File: config.mk
export PLATFORM = sky130hd
export DESIGN_NAME = int_exec_unit
export DESIGN_NICKNAME = d
export VERILOG_FILES = /design/src/rtl/int_exec_pkg.sv /design/src/rtl/int_exec_decode.sv /design/src/rtl/int_exec_alu.sv /design/src/rtl/int_exec_unit.sv
export SDC_FILE = /design/constraint.sdc
export NUM_CORES = 1
export LEC_CHECK = 0
export ABC_AREA = 1
export BUFFER_PORTS_ARGS = -buffer_cell sky130_fd_sc_hd__buf_2
export CELL_PAD_IN_SITES_DETAIL_PLACEMENT = 1
export CELL_PAD_IN_SITES_GLOBAL_PLACEMENT = 2
export CORE_MARGIN = 5
export CORE_UTILIZATION = 30
export CTS_CLUSTER_SIZE = 8
export DETAILED_ROUTE_END_ITERATION = 7
export PLACE_DENSITY_LB_ADDON = 0.1
export RECOVER_POWER = 100
export SLEW_MARGIN = 20
export SYNTH_ARGS = -nofsm -noshare
export SYNTH_HDL_FRONTEND = slang
export SYNTH_HIERARCHICAL = 1
export SYNTH_SLANG_ARGS = --single-unit
File: constraint.sdc
create_clock -name clk -period 11.9 [get_ports clk]
set_input_delay 2.38 -clock clk [delete_from_list [all_inputs] [get_ports clk]]
set_output_delay 2.38 -clock clk [all_outputs]
set_load 0.05 [all_outputs]
File: src/rtl/int_exec_pkg.sv
package int_exec_pkg;

   typedef enum logic [3:0] {
      ALU_ADD  = 4'd0,
      ALU_SUB  = 4'd1,
      ALU_SLL  = 4'd2,
      ALU_SLT  = 4'd3,
      ALU_SLTU = 4'd4,
      ALU_XOR  = 4'd5,
      ALU_SRL  = 4'd6,
      ALU_SRA  = 4'd7,
      ALU_OR   = 4'd8,
      ALU_AND  = 4'd9
   } alu_op_e;

   typedef enum logic [1:0] {
      SRC_A_REG  = 2'd0,
      SRC_A_ZERO = 2'd1,
      SRC_A_PC   = 2'd2
   } src_a_e;

   localparam logic [6:0] OPC_REG_REG = 7'h33;
   localparam logic [6:0] OPC_REG_IMM = 7'h13;
   localparam logic [6:0] OPC_UPPER   = 7'h37;
   localparam logic [6:0] OPC_UPPER_PC = 7'h17;

   typedef struct packed {
      alu_op_e     op;
      src_a_e      a_sel;
      logic        b_is_imm;
      logic [31:0] imm;
      logic        legal;
   } dec_ctrl_t;

endpackage

File: src/rtl/int_exec_decode.sv
module int_exec_decode
   import int_exec_pkg::*;
#(
   parameter int XLEN = 32
) (
   input  logic [31:0] instr,
   output dec_ctrl_t   ctrl
);

   logic [6:0] opc;
   logic [2:0] fn3;
   logic [6:0] fn7;
   logic [XLEN-1:0] imm_i;
   logic [XLEN-1:0] imm_u;
   logic unused_fields;

   assign opc   = instr[6:0];
   assign fn3   = instr[14:12];
   assign fn7   = instr[31:25];
   assign imm_i = {{(XLEN-12){instr[31]}}, instr[31:20]};
   assign imm_u = {instr[31:12], 12'b0};
   assign unused_fields = ^instr[19:15];

   function automatic alu_op_e base_op(input logic [2:0] f);
      case (f)
         3'd0:    base_op = ALU_ADD;
         3'd1:    base_op = ALU_SLL;
         3'd2:    base_op = ALU_SLT;
         3'd3:    base_op = ALU_SLTU;
         3'd4:    base_op = ALU_XOR;
         3'd5:    base_op = ALU_SRL;
         3'd6:    base_op = ALU_OR;
         default: base_op = ALU_AND;
      endcase
   endfunction

   always_comb begin
      ctrl.op       = base_op(fn3);
      ctrl.a_sel    = SRC_A_REG;
      ctrl.b_is_imm = 1'b0;
      ctrl.imm      = imm_i;
      ctrl.legal    = 1'b0;
      case (opc)
         OPC_REG_REG: begin
            if (fn7 == 7'h00) begin
               ctrl.legal = 1'b1;
            end else if (fn7 == 7'h20 && fn3 == 3'd0) begin
               ctrl.legal = 1'b1;
               ctrl.op    = ALU_SUB;
            end else if (fn7 == 7'h20 && fn3 == 3'd5) begin
               ctrl.legal = 1'b1;
               ctrl.op    = ALU_SRA;
            end
         end
         OPC_REG_IMM: begin
            ctrl.b_is_imm = 1'b1;
            if (fn3 == 3'd1) begin
               ctrl.legal = (fn7 == 7'h00);
            end else if (fn3 == 3'd5) begin
               ctrl.legal = ({fn7[6], fn7[4:0]} == 6'd0);
               ctrl.op    = fn7[5] ? ALU_SRA : ALU_SRL;
            end else begin
               ctrl.legal = 1'b1;
            end
         end
         OPC_UPPER: begin
            ctrl.legal    = 1'b1;
            ctrl.op       = ALU_ADD;
            ctrl.a_sel    = SRC_A_ZERO;
            ctrl.b_is_imm = 1'b1;
            ctrl.imm      = imm_u;
         end
         OPC_UPPER_PC: begin
            ctrl.legal    = 1'b1;
            ctrl.op       = ALU_ADD;
            ctrl.a_sel    = SRC_A_PC;
            ctrl.b_is_imm = 1'b1;
            ctrl.imm      = imm_u;
         end
         default: ctrl.legal = 1'b0;
      endcase
   end

   // an upper-immediate form must always decode as legal
   always_comb begin
      if (opc == OPC_UPPER || opc == OPC_UPPER_PC)
         assert_upper_legal_R9: assert (ctrl.legal);
   end

endmodule

File: src/rtl/int_exec_alu.sv
module int_exec_alu
   import int_exec_pkg::*;
#(
   parameter int XLEN         = 32,
   parameter bit STAGED_SHIFT = 1'b1,
   localparam int SHW = $clog2(XLEN)
) (
   input  alu_op_e         op,
   input  logic [XLEN-1:0] a,
   input  logic [XLEN-1:0] b,
   input  logic [SHW-1:0]  shamt,
   output logic [XLEN-1:0] res
);

   logic [XLEN-1:0] shl;
   logic [XLEN-1:0] shr;
   logic            fill;

   assign fill = (op == ALU_SRA) & a[XLEN-1];

   generate
      if (STAGED_SHIFT) begin : g_staged
         logic [XLEN-1:0] lstage [SHW+1];
         logic [XLEN-1:0] rstage [SHW+1];
         assign lstage[0] = a;
         assign rstage[0] = a;
         for (genvar s = 0; s < SHW; s++) begin : g_stage
            localparam int DIST = 1 << s;
            assign lstage[s+1] = shamt[s] ? {lstage[s][XLEN-1-DIST:0], {DIST{1'b0}}} : lstage[s];
            assign rstage[s+1] = shamt[s] ? {{DIST{fill}}, rstage[s][XLEN-1:DIST]} : rstage[s];
         end
         assign shl = lstage[SHW];
         assign shr = rstage[SHW];
      end else begin : g_operator
         logic signed [XLEN:0] ext;
         logic [XLEN:0]        ext_sh;
         logic                 unused_top;
         assign ext        = {fill, a};
         assign ext_sh     = ext >>> shamt;
         assign shr        = ext_sh[XLEN-1:0];
         assign unused_top = ext_sh[XLEN];
         assign shl        = a << shamt;
      end
   endgenerate

   always_comb begin
      case (op)
         ALU_ADD:  res = a + b;
         ALU_SUB:  res = a - b;
         ALU_SLL:  res = shl;
         ALU_SLT:  res = {{(XLEN-1){1'b0}}, $signed(a) < $signed(b)};
         ALU_SLTU: res = {{(XLEN-1){1'b0}}, a < b};
         ALU_XOR:  res = a ^ b;
         ALU_SRL:  res = shr;
         ALU_SRA:  res = shr;
         ALU_OR:   res = a | b;
         ALU_AND:  res = a & b;
         default:  res = '0;
      endcase
   end

   // a zero shift amount returns the operand unchanged
   always_comb begin
      if ((op == ALU_SLL || op == ALU_SRL || op == ALU_SRA) && shamt == '0)
         assert_shift_zero_identity_R4: assert (res == a);
   end

endmodule

File: src/rtl/int_exec_unit.sv
module int_exec_unit
   import int_exec_pkg::*;
#(
   parameter int XLEN         = 32,
   parameter int REG_COUNT    = 32,
   parameter bit STAGED_SHIFT = 1'b1,
   localparam int RDW = $clog2(REG_COUNT),
   localparam int SHW = $clog2(XLEN)
) (
   input  logic            clk,
   input  logic            rst,
   input  logic            in_valid,
   input  logic [31:0]     in_instr,
   input  logic [XLEN-1:0] in_src_a,
   input  logic [XLEN-1:0] in_src_b,
   input  logic [XLEN-1:0] in_pc,
   output logic            out_valid,
   output logic [XLEN-1:0] out_result,
   output logic [RDW-1:0]  out_rd,
   output logic            out_we,
   output logic            out_illegal
);

   generate
      if (XLEN != 32) begin : g_bad_xlen
         $error("int_exec_unit supports only a 32-bit datapath");
      end
      if (RDW != 5) begin : g_bad_regs
         $error("int_exec_unit needs a 5-bit destination field");
      end
   endgenerate

   dec_ctrl_t       ctrl;
   logic [XLEN-1:0] opnd_a;
   logic [XLEN-1:0] opnd_b;
   logic [SHW-1:0]  shamt;
   logic [XLEN-1:0] alu_res;
   logic [RDW-1:0]  rd_idx;

   int_exec_decode #(.XLEN(XLEN)) u_decode (
      .instr (in_instr),
      .ctrl  (ctrl)
   );

   always_comb begin
      case (ctrl.a_sel)
         SRC_A_ZERO: opnd_a = '0;
         SRC_A_PC:   opnd_a = in_pc;
         default:    opnd_a = in_src_a;
      endcase
   end

   assign opnd_b = ctrl.b_is_imm ? ctrl.imm : in_src_b;
   assign shamt  = opnd_b[SHW-1:0];
   assign rd_idx = in_instr[11:7];

   int_exec_alu #(.XLEN(XLEN), .STAGED_SHIFT(STAGED_SHIFT)) u_alu (
      .op    (ctrl.op),
      .a     (opnd_a),
      .b     (opnd_b),
      .shamt (shamt),
      .res   (alu_res)
   );

   always_ff @(posedge clk) begin
      if (rst) begin
         out_valid   <= 1'b0;
         out_result  <= '0;
         out_rd      <= '0;
         out_we      <= 1'b0;
         out_illegal <= 1'b0;
      end else begin
         out_valid   <= in_valid;
         out_we      <= in_valid & ctrl.legal & (rd_idx != '0);
         out_illegal <= in_valid & ~ctrl.legal;
         if (in_valid) begin
            out_result <= ctrl.legal ? alu_res : '0;
            out_rd     <= rd_idx;
         end
      end
   end

   // no write to the zero register
   assert_no_zero_write_R8: assert property (@(posedge clk) disable iff (rst)
      out_we |-> out_rd != '0);

   // illegal beats never write and always travel with a valid beat
   assert_illegal_blocks_write_R9: assert property (@(posedge clk) disable iff (rst)
      out_illegal |-> (!out_we && out_valid));

   // output valid follows input valid by one cycle
   assert_valid_latency_R10: assert property (@(posedge clk) disable iff (rst)
      in_valid |=> out_valid);

   // no beat and no write without an input
   assert_idle_quiet_R10: assert property (@(posedge clk) disable iff (rst)
      !in_valid |=> (!out_valid && !out_we && !out_illegal));

endmodule

==> reports/qor.json <==
{
  "cts_num_sinks": {"value": 40},
  "cpMostUsedCell": {"value": "sky130_fd_sc_hd__nand2_1"},
  "mostFrequentLayoutCells": {"value": "sky130_fd_sc_hd__nand2_1, sky130_fd_sc_hd__nand3_1, sky130_fd_sc_hd__inv_1"},
  "failed_checks": {"value": "max-capacitance violations, max-slew violations"},
  "netlist_instances": {"value": 2453},
  "layout_worst_path_cycle_share": {"value": 76.6, "unit": "%"},
  "rr_endpoint": {"value": "out_result[30]"},
  "gp_congestion": {"value": 0.961},
  "maxSlewHeadroom": {"value": -74.7, "unit": "%"},
  "placement.setup.worst_slack": {"value": 3820, "unit": "ps"},
  "worst_hold_path.endpoint": {"value": "out_result[10]"},
  "crit_path_max_fanout": {"value": 33},
  "worst_skew_pair.late_latency": {"value": 290, "unit": "ps"},
  "vias_in_the_first_global_route": {"value": 16700},
  "detailroute.via_count": {"value": 17100},
  "synth.yosys.seq_area_share": {"value": 6.26, "unit": "%"},
  "chipHeight": {"value": 217, "unit": "um"},
  "worst-setup-path-type": {"value": "in -> reg"},
  "max_clock_freq": {"value": 110, "unit": "MHz"},
  "critical-path-max-stage-delay": {"value": 950, "unit": "ps"},
  "drtIter0Drc": {"value": 1589},
  "wire_per_inst": {"value": 25.1, "unit": "um"},
  "timing.final.setup_violations": {"value": 0},
  "synth.ff_latch_count": {"value": 40},
  "max_cap_viol_count": {"value": 2},
  "cellPowerDensity": {"value": 72.4, "unit": "mW/mm^2"},
  "floorplan.die.width": {"value": 217, "unit": "um"},
  "final.setup.worst_slack": {"value": 2790, "unit": "ps"},
  "drc": {"value": 0},
  "leakage": {"value": 7.38, "unit": "nW"},
  "critical_path.n_buffers_inverters": {"value": 6},
  "worstMarginPinSlew": {"value": 2610, "unit": "ps"},
  "number_of_antenna_violations_at_the_first_check_in_global_routing": {"value": 3},
  "maxSlewViolCount": {"value": 73},
  "core_area": {"value": 0.0420, "unit": "mm^2"},
  "initial_standard_cell_utilization_of_the_core": {"value": 30.4, "unit": "%"},
  "io-pin-count": {"value": 171},
  "die_outline_area": {"value": 0.0469, "unit": "mm^2"},
  "report.final.hold_viol_count": {"value": 0},
  "final_common_cell": {"value": "sky130_fd_sc_hd__nand2_1"},
  "hpwlAfterDp": {"value": 64500, "unit": "um"},
  "cp_slowest_cell": {"value": "sky130_fd_sc_hd__inv_1"},
  "worstHoldPathCells": {"value": 2},
  "final.setup.tns": {"value": 0, "unit": "ps"},
  "first_pass_iters": {"value": 5},
  "timing.final.crit_period": {"value": 9110, "unit": "ps"},
  "clock_pin_transition_on_the_worst_setup_and_hold_timing_paths": {"value": 70, "unit": "ps"},
  "ff2ff_setup_slack": {"value": 11050, "unit": "ps"},
  "ctsLongestPathBuffers": {"value": 2},
  "r2r_start": {"value": "out_result[30]"},
  "outcome": {"value": "complete, but fails checks"},
  "reg2reg_depth": {"value": 2},
  "timing.critical_path.from_type": {"value": "input port"},
  "worst_hold_startpoint": {"value": "out_result[10]"},
  "tritoncts.num_buffers": {"value": 5},
  "cts_repair_resize_count": {"value": 0},
  "critPathCaptureType": {"value": "flip-flop"},
  "pin_count_of_the_biggest_net_entering_global_routing": {"value": 66},
  "final.setup_skew": {"value": 0, "unit": "ps"},
  "routed_wl": {"value": 76900, "unit": "um"},
  "gr-total-overflow": {"value": 0},
  "synth.cell_area": {"value": 0.0128, "unit": "mm^2"},
  "cts_tree": {"value": "yes"},
  "first_pass_grt_wire_length": {"value": 112000, "unit": "um"},
  "number_of_synthesis_warnings": {"value": 6},
  "nets_final": {"value": 2749},
  "post-cts-setup-buffers": {"value": 0},
  "clk_root_buffer_cell": {"value": "sky130_fd_sc_hd__clkbuf_16"},
  "syn-mean-instance-area": {"value": 5.22, "unit": "um^2"},
  "worst-endpoint-arrival": {"value": 9300, "unit": "ps"},
  "hold_path_class": {"value": "reg -> reg"},
  "ant_nets": {"value": 0},
  "synth_nets": {"value": 2683},
  "layout-drive-gt1-share": {"value": 9.96, "unit": "%"},
  "grtUsageTotal": {"value": 31.5, "unit": "%"},
  "route.detailed.vias_per_inst": {"value": 5.58},
  "fp-row-count": {"value": 75},
  "synth_cell_types": {"value": 58},
  "worst_vdd_rail_ir_drop": {"value": 0.0000466, "unit": "V"},
  "timing.critical_path.max_delay_family": {"value": "simple AND/OR/NAND/NOR gates"},
  "antenna_cells_inserted": {"value": 0},
  "critical_path_required": {"value": 12080, "unit": "ps"},
  "ctsHoldBuffers": {"value": 0},
  "rsz_0062_raised_after_global_routing": {"value": "no"},
  "numPortBuffers": {"value": 170},
  "clock_tree.htree_level_count": {"value": 2},
  "flow.area_growth_from_synthesis": {"value": 7.86, "unit": "%"}
}
[kinds of logic after synthesis]
family	after synthesis	synth area share, %
and+or+nand+nor	1545	54.1
buffers and inverters	469	16.1
AOI/OAI and AO/OA	294	13.2
adders and majority gates	99	9.80
DFF	40	6.26
muxes	4	0.411
xor gates and xnor gates	2	0.137
[how the worst max path moves through the flow]
stage / from / to / slack (ps) / depth (start not counted)
finish: in_instr[6] / out_result[0] / 2790 / 28
global route: in_instr[6] / out_result[0] / 2220 / 27
CTS: in_instr[6] / out_result[0] / 4110 / 28
detailed placement: in_instr[6] / out_result[0] / 3820 / 28
global placement: in_instr[4] / out_result[0] / 3850 / 29
floorplan: in_instr[4] / out_result[0] / 6090 / 30
[tightest hold or removal path: cells and delay by family, from the launching register on]
| kind | cells | cell delay (ps) |
|---|---|---|
| and+or+nand+nor | 2 | 120 |
| DFF | 1 | 310 |
[stage by stage]
step	hold WS, ps	instance area, um^2	utilization, %	cells	power, mW
6_report	472	13800	32.8	3059	0.999
3_3_place_gp	457	13700	32.7	3051	0.814
2_1_floorplan	697	12800	-	2453	0.572
4_1_cts	470	13900	33.1	3059	0.994
5_1_grt	488	13800	32.8	3059	1.06
3_5_place_dp	458	13700	32.7	3051	0.817
[area by class of cell]
cell class                      count  area (um^2)
Clock buffer                        6          139
Clock inverter                      2         38.8
Timing Repair Buffer              186          917
Inverter                          342         1300
Sequential cell                    40          801
Tap cell                          539          674
Fill cell                        5956        28200
Multi-Input combinational cell   1944         9930
[power breakdown]
part	internal [mW]	leakage (nW)	switching [mW]
Sequential	0.136	0.324	0.000979
Clock	0.105	0.0871	0.0654
Combinational	0.182	6.97	0.509
[metal layers]
layer / global-route usage (%) / wire length, um / vias to the layer above
li1: - / - / 8093
met1: 44.5 / 35500 / 8297
met2: 51.1 / 34300 / 576
met3: 3.71 / 4730 / 98
met4: 7.82 / 2310 / 4
met5: 0 / 22 / -
[registers in the layout (all words and copies together) (netlist names)]
| name | count |
|---|---|
| out_illegal | 1 |
| out_result | 32 |
| out_valid | 1 |
| out_we | 1 |
| out_rd | 5 |
[cell usage after synthesis (all sizes together)]
cell type  number  area (um^2)
a211oi          5         37.5
a21o            1         7.51
a21oi         104          551
a221oi          2         23.8
a311oi          1         8.76
a31oi           4         25.0
and2           15          104
and3            1         6.26
buf           103          669
clkbuf         24         93.8
clkinv          2         10.0
dfxtp          40          801
fa              2         40.0
ha             97         1210
inv           340         1290
mux2i           4         52.6
nand2         745         2930
nand3         525         2640
nand3b          3         22.5
nand4          37          246
nor2          188          781
nor3           25          145
nor4            4         25.0
o211a           1         10.0
o211ai         10         75.1
o21a            2         15.0
o21ai         133          726
o21bai         10         75.1
o221ai          3         26.3
o22ai          17          106
o31ai           1         7.51
or2             2         12.5
xor2            2         17.5
Power figures use the tool's default switching activity.
